--- src/rtl/dct_pkg.sv ---
package dct_pkg;

  // Strobes the control half hands to the datapath each cycle.
  typedef struct packed {
    logic load;     // take presetData this edge
    logic advance;  // take one counting step this edge
    logic down;     // direction of that step
  } ctrl_strobes_t;

endpackage

--- src/rtl/timer_ctrl.sv ---
module timer_ctrl
  import dct_pkg::*;
(
  input  logic          clk,
  input  logic          rstN,
  input  logic          tickEn,
  input  logic          pwmMode,
  input  logic          presetStb,
  input  logic          atTop,
  input  logic          atBottom,
  output ctrl_strobes_t strobes
);

  logic dirDownQ;
  logic dirNext;

  // Direction to use for a step taken in this cycle.
  always_comb begin
    dirNext = dirDownQ;
    if (!pwmMode)                  dirNext = 1'b0;
    else if (dirDownQ && atBottom) dirNext = 1'b0;
    else if (!dirDownQ && atTop)   dirNext = 1'b1;
  end

  always_comb begin
    strobes.load    = presetStb;
    strobes.advance = tickEn && !presetStb;
    strobes.down    = dirNext;
  end

  always_ff @(posedge clk) begin
    if (!rstN)                dirDownQ <= 1'b0;
    else if (!pwmMode)        dirDownQ <= 1'b0;
    else if (strobes.advance) dirDownQ <= dirNext;
  end

endmodule

--- src/rtl/timer_datapath.sv ---
module timer_datapath
  import dct_pkg::*;
#(
  parameter int CNT_W  = 16,
  parameter int NUM_CH = 2
) (
  input  logic                             clk,
  input  logic                             rstN,
  input  ctrl_strobes_t                    strobes,
  input  logic [CNT_W-1:0]                 presetData,
  input  logic [NUM_CH-1:0][CNT_W-1:0]     cmpVals,
  input  logic [NUM_CH-1:0]                flagClr,
  output logic [CNT_W-1:0]                 count,
  output logic                             atTop,
  output logic                             atBottom,
  output logic [NUM_CH-1:0]                irqFlag
);

  localparam logic [CNT_W-1:0] TOP_VAL = '1;
  localparam logic [CNT_W-1:0] ONE_VAL = CNT_W'(1);

  logic [CNT_W-1:0] cntQ;
  logic             arrivedQ;  // last update was a counting step

  always_ff @(posedge clk) begin
    if (!rstN) begin
      cntQ     <= '0;
      arrivedQ <= 1'b0;
    end else begin
      arrivedQ <= strobes.advance;
      if (strobes.load)          cntQ <= presetData;
      else if (strobes.advance)  cntQ <= strobes.down ? cntQ - ONE_VAL : cntQ + ONE_VAL;
    end
  end

  assign count    = cntQ;
  assign atTop    = (cntQ == TOP_VAL);
  assign atBottom = (cntQ == '0);

  for (genvar ch = 0; ch < NUM_CH; ch++) begin : g_chan
    logic [CNT_W-1:0] cmpPrevQ;
    logic             hit;
    logic             flagQ;

    // Match only when counting arrived here and the compare value held still.
    assign hit = arrivedQ && (cntQ == cmpVals[ch]) && (cmpVals[ch] == cmpPrevQ);

    always_ff @(posedge clk) begin
      if (!rstN) begin
        cmpPrevQ <= '0;
        flagQ    <= 1'b0;
      end else begin
        cmpPrevQ <= cmpVals[ch];
        if (hit)              flagQ <= 1'b1;
        else if (flagClr[ch]) flagQ <= 1'b0;
      end
    end

    assign irqFlag[ch] = flagQ;
  end

endmodule

--- src/rtl/dual_compare_timer.sv ---
module dual_compare_timer
  import dct_pkg::*;
#(
  parameter int CNT_W = 16
) (
  input  logic             clk,
  input  logic             rstN,
  input  logic             tickEn,
  input  logic             pwmMode,
  input  logic             presetStb,
  input  logic [CNT_W-1:0] presetData,
  input  logic [CNT_W-1:0] cmpA,
  input  logic [CNT_W-1:0] cmpB,
  input  logic [1:0]       flagClr,
  output logic [CNT_W-1:0] count,
  output logic [1:0]       irqFlag
);

  localparam int NUM_CH = 2;

  ctrl_strobes_t                strobes;
  logic                         atTop;
  logic                         atBottom;
  logic [NUM_CH-1:0][CNT_W-1:0] cmpVals;

  assign cmpVals[0] = cmpA;
  assign cmpVals[1] = cmpB;

  timer_ctrl i_ctrl (
    .clk       (clk),
    .rstN      (rstN),
    .tickEn    (tickEn),
    .pwmMode   (pwmMode),
    .presetStb (presetStb),
    .atTop     (atTop),
    .atBottom  (atBottom),
    .strobes   (strobes)
  );

  timer_datapath #(.CNT_W(CNT_W), .NUM_CH(NUM_CH)) i_dp (
    .clk        (clk),
    .rstN       (rstN),
    .strobes    (strobes),
    .presetData (presetData),
    .cmpVals    (cmpVals),
    .flagClr    (flagClr),
    .count      (count),
    .atTop      (atTop),
    .atBottom   (atBottom),
    .irqFlag    (irqFlag)
  );

endmodule

--- config.mk ---
export PLATFORM = sky130hd
export DESIGN_NAME = dual_compare_timer
export DESIGN_NICKNAME = d
export VERILOG_FILES = /design/src/rtl/dct_pkg.sv /design/src/rtl/timer_ctrl.sv /design/src/rtl/timer_datapath.sv /design/src/rtl/dual_compare_timer.sv
export SDC_FILE = /design/constraint.sdc
export NUM_CORES = 1
export LEC_CHECK = 0
export BUFFER_PORTS_ARGS = -buffer_cell sky130_fd_sc_hd__buf_2
export CELL_PAD_IN_SITES_DETAIL_PLACEMENT = 0
export CELL_PAD_IN_SITES_GLOBAL_PLACEMENT = 1
export CORE_UTILIZATION = 25
export DETAILED_ROUTE_END_ITERATION = 8
export GPL_TIMING_DRIVEN = 1
export PLACE_DENSITY = 0.61
export SLEW_MARGIN = 30
export SYNTH_ARGS = -nofsm -noshare
export SYNTH_HDL_FRONTEND = slang
export SYNTH_SLANG_ARGS = --single-unit
export TNS_END_PERCENT = 20
--- constraint.sdc ---
create_clock -name clk -period 3.96 [get_ports clk]
set_input_delay 0.792 -clock clk [delete_from_list [all_inputs] [get_ports clk]]
set_output_delay 0.792 -clock clk [all_outputs]
set_load 0.01 [all_outputs]
==> results.sh <==
export IMPL_via_count=2930
export IMPL_slew_headroom_pct=43.4
export IMPL_finalSetupViolations=0
export IMPL_antenna_found_initial=0
export IMPL_switchingPower_mw=0.354
export IMPL_setup_tns_ns=0
export IMPL_hold_violations=0
export IMPL_fin_crit_sh_pct=88.4
export IMPL_synth_cells=357
export IMPL_overflow=0
export IMPL_grtUsageTotal_pct=15.7
export IMPL_netlist_area_sq_mm=0.00299
export IMPL_placed_area_sq_mm=0.00352
export IMPL_io_buffers=72
export IMPL_worst_slack_ns=0.460
export IMPL_worst_hold_slack_ns=0.479
export IMPL_combPwrFrac_pct=17.0
export IMPL_ant_nets=0
export IMPL_cellPowerDensity_mw_per_mm2=354
export IMPL_worst_slew_pin_slew_ns=0.849
export IMPL_power_leakage_nw=1.64
export IMPL_post_cts_buffers=0
export IMPL_die_area_sq_mm=0.0124
export IMPL_dpl_cell_count=567
export IMPL_synth_distinct_cells=53
export IMPL_layout_drive_gt1_share_pct=21.8
export IMPL_swShare_pct=27.1
export IMPL_power_mw=1.31
export IMPL_chipWidth_um=111
export IMPL_numClockSinks=52
export IMPL_cts_buffers=5
export IMPL_clk_latency_ns=0.29
export IMPL_firstDrtPassIters=6
export IMPL_rsz0062_at_grt="no"
export IMPL_die_h_um=111
export IMPL_syn_num_nets=427
export IMPL_yosysWarnings=0
export IMPL_internal_power_mw=0.954
export IMPL_start_util_pct=25.9
export IMPL_diodes=0
export IMPL_grt_pass1_wl_mm=15.2
export IMPL_drt_initial_drc_count=159
export IMPL_vdd_ir_drop_worst_v=0.000162
export IMPL_outcome="finished, violations left"
export IMPL_ys_ff_latch=52
export IMPL_fin_skew_ns=0.00583
export IMPL_cts_tree="done"
export IMPL_grt_max_degree=54
export IMPL_drv_slew=0
export IMPL_reg2reg_slack_ns=0.46
export IMPL_hp_class="register to register"
export IMPL_timing_fmax_ghz=0.286
export IMPL_drt_wl_total_mm=9.51
export IMPL_cts_max_path_buffers=2
export IMPL_cts_root_buffer="clkbuf_16"
export IMPL_synthArstFlopShare_pct=0
export IMPL_crit_fanout=14
export IMPL_via_per_inst=5.10
export IMPL_grt_pass1_vias=2870
export IMPL_synth_edf_count=0
export IMPL_core_area_sq_mm=0.0115
export IMPL_cts_clk_slew_worst_paths_ns=0.07
export IMPL_route_detailed_wl_per_inst_um=16.5
export IMPL_crit_path_end_kind="register"
export IMPL_dp_hpwl_mm=7.29
export IMPL_period_minus_slack_ns=3.50
export IMPL_gp_congestion=0.817
export IMPL_utilization_pct=32.1
export IMPL_dp_slack_ns=0.279
export IMPL_syn_to_final_growth_pct=23.5
export IMPL_critPathRequiredTime_ns=4.17
export IMPL_synthFlopType="dfxtp_1"
export IMPL_setup_worst_path_start_class="register"
export IMPL_maxCapViolations=0
export IMPL_critical_path_class="register to register"
export IMPL_syn_area_per_cell_sq_um=8.37
export IMPL_stdcell_area_sq_mm=0.00369
export IMPL_clkPwrFrac_pct=38.3
export IMPL_ctsHtreeMaxLevel=2
export IMPL_worstPathArrival_ns=3.71
export IMPL_fin_cells=575
export IMPL_ys_seq_area_share_pct=34.8
export IMPL_rows=39
export IMPL_pwr_share_seq_pct=44.7
export IMPL_violations="DRC"
export IMPL_route_detailed_drc=14
export IMPL_pin_count=73
export IMPL_num_nets_final=501
-- cells in the mapped netlist, drive strengths merged (2+ instances only) --
| cell type | n | share of area [%] |
|---|---|---|
| dfxtp | 52 | 35 |
| a31oi | 2 | 0.42 |
| and2 | 33 | 6.9 |
| mux2i | 2 | 0.67 |
| o21a | 6 | 1.5 |
| xnor2 | 5 | 1.5 |
| o221ai | 2 | 0.59 |
| nand2b | 2 | 0.42 |
| ha | 14 | 5.9 |
| nor4 | 5 | 1.0 |
| nor2 | 11 | 1.4 |
| a21oi | 22 | 3.8 |
| a211oi | 5 | 1.4 |
| and3 | 21 | 4.4 |
| nand2 | 15 | 1.9 |
| a211o | 4 | 1.2 |
| or3 | 11 | 2.3 |
| a41oi | 2 | 0.59 |
| a221oi | 3 | 0.88 |
| nand4 | 6 | 1.3 |
| o22ai | 8 | 1.7 |
| nor2b | 2 | 0.42 |
| a21boi | 6 | 1.5 |
| o211ai | 4 | 1.0 |
| o21ai | 22 | 3.8 |
| xor2 | 8 | 2.3 |
| a222oi | 2 | 0.67 |
| nor3 | 25 | 4.2 |
| inv | 11 | 1.4 |
| a21o | 4 | 1.0 |
| nand3 | 13 | 2.2 |
| o31ai | 2 | 0.50 |
| clkbuf | 10 | 1.3 |
| o21bai | 2 | 0.50 |
| buf | 3 | 0.88 |
-- power by group through the flow --
stage	combinational [mW]	sequential, mW	clock (mW)
after global routing	0.248	0.589	0.538
final	0.222	0.584	0.501
after detailed placement	0.223	0.596	0
after floorplan	0.119	0.597	0
after CTS	0.224	0.584	0.521
after global placement	0.226	0.595	0
-- cell usage in the layout (no fill, tap or decap), types with 10 or more instances in the layout --
master,synthesis,layout
inv_1,11,10
buf_2,0,72
and2_1,33,33
nor2_1,11,11
nor3_1,25,25
dfxtp_1,52,52
ha_1,14,14
or3_1,11,11
o21ai_0,21,21
nand3_1,13,13
a21oi_1,21,21
nand2_1,15,15
and3_1,20,20
-- area by class of cell --
cell class / count / area (sq um)
clock buffer: 6 / 129
clock inverter: 2 / 38.8
fill: 1244 / 7830
inverter: 12 / 45.0
multi-input combinational: 280 / 1840
sequential: 52 / 1040
tap: 143 / 179
timing repair buffer: 80 / 420
-- registers in the layout, indices dropped and copies added, names as in the netlist --
register / cells
i_ctrl.dirDownQ: 1
i_dp.arrivedQ: 1
i_dp.count: 16
i_dp.g_chan.cmpPrevQ: 32
i_dp.g_chan.flagQ: 2
-- worst max-delay path, cell delays in order, from the launching register on --
cell and delay [ns]:
dfxtp_1 0.52, nand4_1 0.16, nor4_1 0.27, o21ai_0 0.12, o21bai_1 0.23, inv_2 0.26, ha_1 0.33, or4_1 0.50
o21ai_2 0.10, a211oi_2 0.09, a221o_1 0.36, a2111o_1 0.41, o211ai_1 0.09
-- worst paths after layout --
check,endpoint,start,cells after the start
worst min-delay path,i_dp.g_chan[1].flagQ,i_dp.g_chan[1].flagQ,2
worst max register to register,i_dp.count[15],i_dp.count[11],12
worst min register to register,i_dp.g_chan[1].flagQ,i_dp.g_chan[1].flagQ,2
worst max-delay path,i_dp.count[15],i_dp.count[11],12
-- kinds of logic after synthesis --
kind of cell | after synthesis | synth area share [%]
DFF | 52 | 34.8
xor gates and xnor gates | 13 | 3.81
and+or+nand+nor | 148 | 27.5
AOI/OAI and AO/OA | 102 | 23.0
adders and majority gates | 15 | 6.53
muxes | 2 | 0.670
buffers and inverters | 25 | 3.64
-- metal layers --
layer  wire, um  GRT usage [%]  up-vias
met5          0              0        -
met4         67           3.15        0
met3        480           3.17        6
met2       4150           24.8       70
met1       4820           22.1     1369
li1           -              -     1485
-- what timing repair did --
item / CTS / global route
gates resized for setup: 0 / 1
endpoints found under the setup margin: 0 / 1
hold buffers: 0 / 0
Note: power is estimated with default switching activity, not from simulation.
